[config.mk]
export PLATFORM = sky130hd
export DESIGN_NAME = consoleRegIf
export DESIGN_NICKNAME = d
export VERILOG_FILES = /design/src/rtl/consoleRegPkg.sv /design/src/rtl/consoleRegCtl.sv /design/src/rtl/consoleRegPath.sv /design/src/rtl/consoleRegIf.sv
export SDC_FILE = /design/constraint.sdc
export NUM_CORES = 1
export LEC_CHECK = 0
export BUFFER_PORTS_ARGS = -buffer_cell sky130_fd_sc_hd__buf_2
export CAP_MARGIN = 15
export CORE_MARGIN = 2
export CORE_UTILIZATION = 46
export CTS_CLUSTER_DIAMETER = 100
export DETAILED_ROUTE_END_ITERATION = 8
export GPL_ROUTABILITY_DRIVEN = 1
export MAX_ROUTING_LAYER = met4
export PLACE_DENSITY_LB_ADDON = 0.15
export REMOVE_ABC_BUFFERS = 1
export SYNTH_ARGS = -nofsm -noshare
export SYNTH_HDL_FRONTEND = slang
export SYNTH_HIERARCHICAL = 1
export SYNTH_SLANG_ARGS = --single-unit
[constraint.sdc]
create_clock -name clk -period 3.3 [get_ports clk]
set_clock_uncertainty 0.15 [all_clocks]
set_input_delay 0.99 -clock clk [delete_from_list [all_inputs] [get_ports clk]]
set_output_delay 0.99 -clock clk [all_outputs]
set_load 0.005 [all_outputs]
[src/rtl/consoleRegPkg.sv]
package consoleRegPkg;

  // bit positions that software decodes
  localparam int unsigned IE_BIT    = 6;
  localparam int unsigned DONE_BIT  = 7;
  localparam int unsigned BRK_BIT   = 0;
  localparam int unsigned MAINT_BIT = 2;
  localparam int unsigned RBRK_BIT  = 13;
  localparam int unsigned OVR_BIT   = 14;
  localparam int unsigned ERR_BIT   = 15;
  localparam int unsigned MIN_DATA_W = 16;

  typedef enum logic [1:0] {
    SEL_RX_CSR = 2'd0,
    SEL_RX_BUF = 2'd1,
    SEL_TX_CSR = 2'd2,
    SEL_TX_BUF = 2'd3
  } regSel_e;

  typedef struct packed {
    logic rxCsrWr;
    logic rxBufRd;
    logic txCsrWr;
    logic txBufWr;
    logic txHandDone;
  } ctlStrobes_t;

  // interrupt request after a CSR write, shared by both channels
  function automatic logic irqAfterCsrWrite(logic oldIrq, logic oldDone,
                                            logic oldIe, logic newIe);
    if (!newIe)
      return 1'b0;
    else if (oldDone && !oldIe)
      return 1'b1;
    else
      return oldIrq;
  endfunction

endpackage

[src/rtl/consoleRegCtl.sv]
module consoleRegCtl
  import consoleRegPkg::*;
#(
  parameter int unsigned ADDR_W = 2
) (
  input  logic              clk,
  input  logic              rstN,
  input  logic              busSel,
  input  logic              busWrite,
  input  logic [ADDR_W-1:0] busAddr,
  input  logic              wdataBrk,
  input  logic              txBrkNow,
  output ctlStrobes_t       stb,
  output logic              engTxValid,
  output logic              engInit
);

  logic    upperZero;
  regSel_e sel;
  logic    hit;

  generate
    if (ADDR_W > 2) begin : g_wideAddr
      assign upperZero = ~|busAddr[ADDR_W-1:2];
    end else begin : g_narrowAddr
      assign upperZero = 1'b1;
    end
  endgenerate

  assign sel = regSel_e'(busAddr[1:0]);
  assign hit = busSel && upperZero;

  always_comb begin
    stb            = '0;
    stb.rxCsrWr    = hit && busWrite  && (sel == SEL_RX_CSR);
    stb.rxBufRd    = hit && !busWrite && (sel == SEL_RX_BUF);
    stb.txCsrWr    = hit && busWrite  && (sel == SEL_TX_CSR);
    stb.txBufWr    = hit && busWrite  && (sel == SEL_TX_BUF);
    stb.txHandDone = engTxValid;
  end

  always_ff @(posedge clk or negedge rstN) begin
    if (!rstN) begin
      engTxValid <= 1'b0;
      engInit    <= 1'b0;
    end else begin
      engTxValid <= stb.txBufWr;
      engInit    <= stb.txCsrWr && txBrkNow && !wdataBrk;
    end
  end

  // init request only follows a 1 -> 0 transition of break
  a_r11_init_on_break_fall: assert property (@(posedge clk) disable iff (!rstN)
    engInit |-> ($past(txBrkNow) && !txBrkNow));

  // init request never lasts longer than one cycle
  a_r11_init_single: assert property (@(posedge clk) disable iff (!rstN)
    engInit |=> !engInit);

  // handoff strobe is preceded by a bus write
  a_r10_hand_after_write: assert property (@(posedge clk) disable iff (!rstN)
    engTxValid |-> $past(busSel && busWrite));

endmodule

[src/rtl/consoleRegPath.sv]
module consoleRegPath
  import consoleRegPkg::*;
#(
  parameter int unsigned DATA_W = 16,
  parameter int unsigned BYTE_W = 8
) (
  input  logic              clk,
  input  logic              rstN,
  input  ctlStrobes_t       stb,
  input  logic [1:0]        rdSel,
  input  logic [DATA_W-1:0] busWdata,
  input  logic              engRxValid,
  input  logic [BYTE_W-1:0] engRxByte,
  input  logic              engRxBreak,
  output logic [DATA_W-1:0] busRdata,
  output logic              rxIrq,
  output logic              txIrq,
  output logic [BYTE_W-1:0] txByte,
  output logic              txBrkNow
);

  // receive channel state
  logic              rxIe, rxDone, rxBrk, rxOvr, rxErr;
  logic [BYTE_W-1:0] rxData;
  logic              nRxIe, nRxDone, nRxBrk, nRxOvr, nRxErr, nRxIrq;
  logic [BYTE_W-1:0] nRxData;

  // transmit channel state
  logic              txIe, txDone, txBrk, txMaint;
  logic              nTxIe, nTxDone, nTxBrk, nTxMaint, nTxIrq;
  logic [BYTE_W-1:0] nTxByte;

  assign txBrkNow = txBrk;

  always_comb begin
    nRxIe   = rxIe;
    nRxDone = rxDone;
    nRxBrk  = rxBrk;
    nRxOvr  = rxOvr;
    nRxErr  = rxErr;
    nRxIrq  = rxIrq;
    nRxData = rxData;
    if (stb.rxCsrWr) begin
      nRxIrq = irqAfterCsrWrite(rxIrq, rxDone, rxIe, busWdata[IE_BIT]);
      nRxIe  = busWdata[IE_BIT];
    end
    if (stb.rxBufRd) begin
      nRxDone = 1'b0;
      nRxBrk  = 1'b0;
      nRxOvr  = 1'b0;
      nRxErr  = 1'b0;
      nRxIrq  = 1'b0;
    end
    if (engRxValid) begin
      if (rxDone && !stb.rxBufRd) begin
        nRxOvr = 1'b1;
        nRxErr = 1'b1;
      end
      if (engRxBreak) begin
        nRxBrk = 1'b1;
        nRxErr = 1'b1;
      end
      nRxData = engRxByte;
      nRxDone = 1'b1;
      if (nRxIe) nRxIrq = 1'b1;
    end
  end

  always_comb begin
    nTxIe    = txIe;
    nTxDone  = txDone;
    nTxBrk   = txBrk;
    nTxMaint = txMaint;
    nTxIrq   = txIrq;
    nTxByte  = txByte;
    if (stb.txCsrWr) begin
      nTxIrq   = irqAfterCsrWrite(txIrq, txDone, txIe, busWdata[IE_BIT]);
      nTxIe    = busWdata[IE_BIT];
      nTxBrk   = busWdata[BRK_BIT];
      nTxMaint = busWdata[MAINT_BIT];
    end
    if (stb.txHandDone) begin
      nTxDone = 1'b1;
      if (nTxIe) nTxIrq = 1'b1;
    end
    if (stb.txBufWr) begin
      nTxByte = busWdata[BYTE_W-1:0];
      nTxDone = 1'b0;
      nTxIrq  = 1'b0;
    end
  end

  always_ff @(posedge clk or negedge rstN) begin
    if (!rstN) begin
      rxIe    <= 1'b0;
      rxDone  <= 1'b0;
      rxBrk   <= 1'b0;
      rxOvr   <= 1'b0;
      rxErr   <= 1'b0;
      rxIrq   <= 1'b0;
      rxData  <= '0;
      txIe    <= 1'b0;
      txDone  <= 1'b1;
      txBrk   <= 1'b0;
      txMaint <= 1'b0;
      txIrq   <= 1'b0;
      txByte  <= '0;
    end else begin
      rxIe    <= nRxIe;
      rxDone  <= nRxDone;
      rxBrk   <= nRxBrk;
      rxOvr   <= nRxOvr;
      rxErr   <= nRxErr;
      rxIrq   <= nRxIrq;
      rxData  <= nRxData;
      txIe    <= nTxIe;
      txDone  <= nTxDone;
      txBrk   <= nTxBrk;
      txMaint <= nTxMaint;
      txIrq   <= nTxIrq;
      txByte  <= nTxByte;
    end
  end

  always_comb begin
    busRdata = '0;
    case (regSel_e'(rdSel))
      SEL_RX_CSR: begin
        busRdata[DONE_BIT] = rxDone;
        busRdata[IE_BIT]   = rxIe;
      end
      SEL_RX_BUF: begin
        busRdata[BYTE_W-1:0] = rxData;
        busRdata[RBRK_BIT]   = rxBrk;
        busRdata[OVR_BIT]    = rxOvr;
        busRdata[ERR_BIT]    = rxErr;
      end
      SEL_TX_CSR: begin
        busRdata[DONE_BIT]  = txDone;
        busRdata[IE_BIT]    = txIe;
        busRdata[MAINT_BIT] = txMaint;
        busRdata[BRK_BIT]   = txBrk;
      end
      default: busRdata = '0;
    endcase
  end

  // neither request can stand without its enable
  a_r4_rx_irq_needs_enable: assert property (@(posedge clk) disable iff (!rstN)
    rxIrq |-> rxIe);
  a_r4_tx_irq_needs_enable: assert property (@(posedge clk) disable iff (!rstN)
    txIrq |-> txIe);

  // a CSR write alone does not move receive done
  a_r3_rx_done_ignores_write: assert property (@(posedge clk) disable iff (!rstN)
    (stb.rxCsrWr && !stb.rxBufRd && !engRxValid) |=> $stable(rxDone));

  // buffer read with no load clears done, errors and request
  a_r6_read_clears: assert property (@(posedge clk) disable iff (!rstN)
    (stb.rxBufRd && !engRxValid) |=> (!rxDone && !rxErr && !rxIrq));

  // load onto an unread byte flags overrun
  a_r8_overrun: assert property (@(posedge clk) disable iff (!rstN)
    (engRxValid && rxDone && !stb.rxBufRd) |=> (rxOvr && rxErr));

  // transmit write drops done and the request for the handoff cycle
  a_r10_done_low_on_hand: assert property (@(posedge clk) disable iff (!rstN)
    stb.txBufWr |=> (!txDone && !txIrq));

endmodule

[src/rtl/consoleRegIf.sv]
module consoleRegIf
  import consoleRegPkg::*;
#(
  parameter int unsigned DATA_W = 16,
  parameter int unsigned BYTE_W = 8,
  parameter int unsigned ADDR_W = 2
) (
  input  logic              clk,
  input  logic              rstN,
  input  logic              busSel,
  input  logic              busWrite,
  input  logic [ADDR_W-1:0] busAddr,
  input  logic [DATA_W-1:0] busWdata,
  output logic [DATA_W-1:0] busRdata,
  output logic              rxIrq,
  output logic              txIrq,
  input  logic              engRxValid,
  input  logic [BYTE_W-1:0] engRxByte,
  input  logic              engRxBreak,
  output logic              engTxValid,
  output logic [BYTE_W-1:0] engTxByte,
  output logic              engInit
);

  ctlStrobes_t stb;
  logic        txBrkNow;
  logic [DATA_W-1:0] pathRdata;
  logic        addrInRange;

  generate
    if (ADDR_W > 2) begin : g_rdWide
      assign addrInRange = ~|busAddr[ADDR_W-1:2];
    end else begin : g_rdNarrow
      assign addrInRange = 1'b1;
    end
  endgenerate

  assign busRdata = addrInRange ? pathRdata : '0;

  consoleRegCtl #(.ADDR_W(ADDR_W)) i_ctl (
    .clk        (clk),
    .rstN       (rstN),
    .busSel     (busSel),
    .busWrite   (busWrite),
    .busAddr    (busAddr),
    .wdataBrk   (busWdata[BRK_BIT]),
    .txBrkNow   (txBrkNow),
    .stb        (stb),
    .engTxValid (engTxValid),
    .engInit    (engInit)
  );

  consoleRegPath #(.DATA_W(DATA_W), .BYTE_W(BYTE_W)) i_path (
    .clk        (clk),
    .rstN       (rstN),
    .stb        (stb),
    .rdSel      (busAddr[1:0]),
    .busWdata   (busWdata),
    .engRxValid (engRxValid),
    .engRxByte  (engRxByte),
    .engRxBreak (engRxBreak),
    .busRdata   (pathRdata),
    .rxIrq      (rxIrq),
    .txIrq      (txIrq),
    .txByte     (engTxByte),
    .txBrkNow   (txBrkNow)
  );

  initial begin
    if (DATA_W < MIN_DATA_W) $error("DATA_W too small for the register layout");
  end

endmodule

==> results.json <==
{
  "outcome": "complete, but fails checks",
  "violations": "DRC",
  "rsz0062_at_grt": "no",
  "whs_ns": 0.351,
  "synth_cells": 108,
  "hold_buffers": 0,
  "regToRegStartpoint": "i_path/txDone",
  "ys_ff_latch": 29,
  "path_clk_slew_ns": 0.08,
  "post-route-min-period_ns": 3.14,
  "worst_pin_slew_ns": 0.625,
  "hold_violations": 0,
  "hp-class": "reg -> reg",
  "fin_util_pct": 59.3,
  "gp_congestion": 0.822,
  "diodes": 0,
  "p_per_area_nw_per_um2": 483,
  "syn_area_um2": 1380,
  "final_antenna_net_count": 0,
  "cts_max_path_buffers": 2,
  "cts_num_sinks": 29,
  "wire_per_inst_um": 12.8,
  "drt_iter0_markers": 29,
  "fin_nets": 195,
  "period_share_pct": 95.0,
  "h-tree-depth": 2,
  "via_per_inst": 5.01,
  "ys_types": 27,
  "n_fill_cell": 247,
  "cts_tree": "built",
  "grt_first_pass_wirelength_um": 4080,
  "rows": 19,
  "finalSetupViolations": 0,
  "drc": 4,
  "initial_core_util_pct": 49.2,
  "relSlewSlack_pct": 57.8,
  "cts-buffers-inserted": 5,
  "cap_violations": 0,
  "grt_util_all_layers_pct": 16.6,
  "hpwl_um": 1880,
  "timing.fmax_mhz": 319,
  "grt_pass1_vias": 904,
  "antenna_found_initial": 0,
  "r2r-end": "i_path/txIrq",
  "synth_top_area_share_pct": 50.7,
  "intPower_w": 0.000592,
  "post_cts_buffers": 0,
  "cp_max_fo": 7,
  "ys_seq_area_share_pct": 52.6,
  "required_ns": 2.16,
  "seqPwrFrac_pct": 55.1,
  "num_vias": 956,
  "clkPwrFrac_pct": 24.2,
  "core_area_um2": 2810,
  "clkLatencyLatePin_ns": 0.32,
  "ios": 60,
  "power_switching_share_pct": 26.3,
  "syn_area_per_cell_um2": 12.8,
  "postCtsResizedCells": 0,
  "layout_common_cells": "buf_2, dfrtp_1, mux2_2",
  "drive_gt1_share_pct": 54.4,
  "die_w_um": 58.8,
  "regToRegSetupSlack_ns": 2.05,
  "yosys-top-cells-area": "dfrtp_1, mux2_2, mux2_4",
  "max-vdd-ir-drop_mv": 0.319,
  "grt_max_degree": 30,
  "drt_first_pass_iters": 6,
  "p_leak_nw": 0.847,
  "gr-total-overflow": 0,
  "crit_path_start": "busAddr[0]",
  "power_switching_w": 0.000212,
  "slew_violations": 0,
  "cp.arrival_ns": 2.00,
  "numPortBuffers": 46,
  "cts-root-buf": "clkbuf_4",
  "synth.largest_area_cell": "dfrtp_1",
  "die-height_um": 58.8,
  "reg2reg_depth": 3,
  "cp-start-kind": "primary input",
  "area_delta_synth_final_pct": 20.5,
  "final_common_cell": "buf_2",
  "ys.warnings.count": 6,
  "cp-endpoint": "busRdata[6]",
  "setup_tns_ns": 0,
  "routed_wirelength_um": 2450,
  "worstSetupPathType": "in -> out",
  "dieArea_um2": 3460,
  "crit_path_end_kind": "primary output",
  "pwr-share-comb_pct": 20.8
}
critical path, cell delays in order:
cell	delay [ns]
buf_2	0.14
inv_1	0.07
ha_1	0.25
a222oi_1	0.33
nor2_1	0.08
buf_2	0.13
flip-flops by register name (all words and copies together), names as in the netlist:
signal / count
i_path/txIrq: 1
i_path/rxBrk: 1
i_path/txBrkNow: 1
i_path/txDone: 1
i_path/txByte: 8
i_path/rxIrq: 1
i_path/txIe: 1
i_path/rxIe: 1
i_path/rxData: 8
i_path/rxOvr: 1
i_ctl/engTxValid: 1
i_path/rxDone: 1
i_path/txMaint: 1
i_path/rxErr: 1
i_ctl/engInit: 1
worst min path at each step:
| stage | from | end | slack [ns] | depth (start not counted) |
|---|---|---|---|---|
| 2_1_floorplan | i_path/rxOvr | i_path/rxOvr | 0.30 | 2 |
| 3_3_place_gp | i_path/rxOvr | i_path/rxOvr | 0.33 | 2 |
| 3_5_place_dp | i_path/rxOvr | i_path/rxOvr | 0.34 | 2 |
| 4_1_cts | i_path/rxOvr | i_path/rxOvr | 0.36 | 2 |
| 5_1_grt | i_path/txByte[7] | i_path/txByte[7] | 0.37 | 1 |
| 6_report | i_path/rxOvr | i_path/rxOvr | 0.35 | 2 |
area by class of cell:
cell class	count	area [µm²]	share of cell area, %
multi-input combinational	68	572	34.4
clock buffer	6	41.3	2.48
inverter	6	22.5	1.35
clock inverter	2	10.0	0.602
sequential	29	727	43.7
timing repair buffer	49	253	15.2
tap	31	38.8	2.33
synthesized netlist by cell type:
library cell and n:
and2_2 7, conb_1 1, nor3_1 1, mux2_4 5, mux2_2 15, nand2b_1 1
dfrtp_1 28, a21o_1 1, o22ai_1 1, a221oi_2 1, nor2b_1 3, o21ai_2 1
nor2_1 7, buf_6 2, a222oi_1 2, a22oi_1 3, nor4bb_1 1, o21ai_0 1
and3b_1 1, nor4b_2 1, nand2_1 3, dfstp_2 1, buf_4 7, a21oi_1 2
inv_1 6, ha_1 4, o21ai_1 2
power by group through the flow:
| stage | Sequential (W) | Combinational (W) | Clock [W] |
|---|---|---|---|
| 2_1_floorplan | 0.000448 | 0.0000887 | 0 |
| 3_3_place_gp | 0.000448 | 0.000166 | 0 |
| 3_5_place_dp | 0.000451 | 0.000169 | 0 |
| 4_1_cts | 0.000443 | 0.000170 | 0.000208 |
| 5_1_grt | 0.000450 | 0.000188 | 0.000221 |
| 6_report | 0.000442 | 0.000167 | 0.000194 |
logic make-up (layout without fill, tap and decap cells):
kind of cell | count (synthesis) | in the layout | synth area share (%)
adders and majority gates | 4 | 4 | 3.62
AOI/OAI and AO/OA | 14 | 14 | 7.61
muxes | 20 | 20 | 17.7
DFF | 29 | 29 | 52.6
and+or+nand+nor | 25 | 25 | 11.1
buffers and inverters | 15 | 63 | 7.06
other | 1 | 5 | 0.271
layer usage:
layer	track usage, %	routed length (µm)	vias to the layer above
met1	21.1	1140	450
met5	-	0	-
li1	-	-	467
met3	5.93	161	5
met4	6.82	44	0
met2	24.1	1100	34
through the flow:
step                std cells  total power, W  area (µm²)  worst slack [ns]
global route              191        0.000859        1660            0.0550
finish                    191        0.000803        1660             0.164
CTS                       191        0.000822        1660             0.161
detailed placement        183        0.000620        1610             0.167
global placement          183        0.000614        1610             0.187
floorplan                 103        0.000537        1320             0.507
Power figures use the tool's default switching activity.
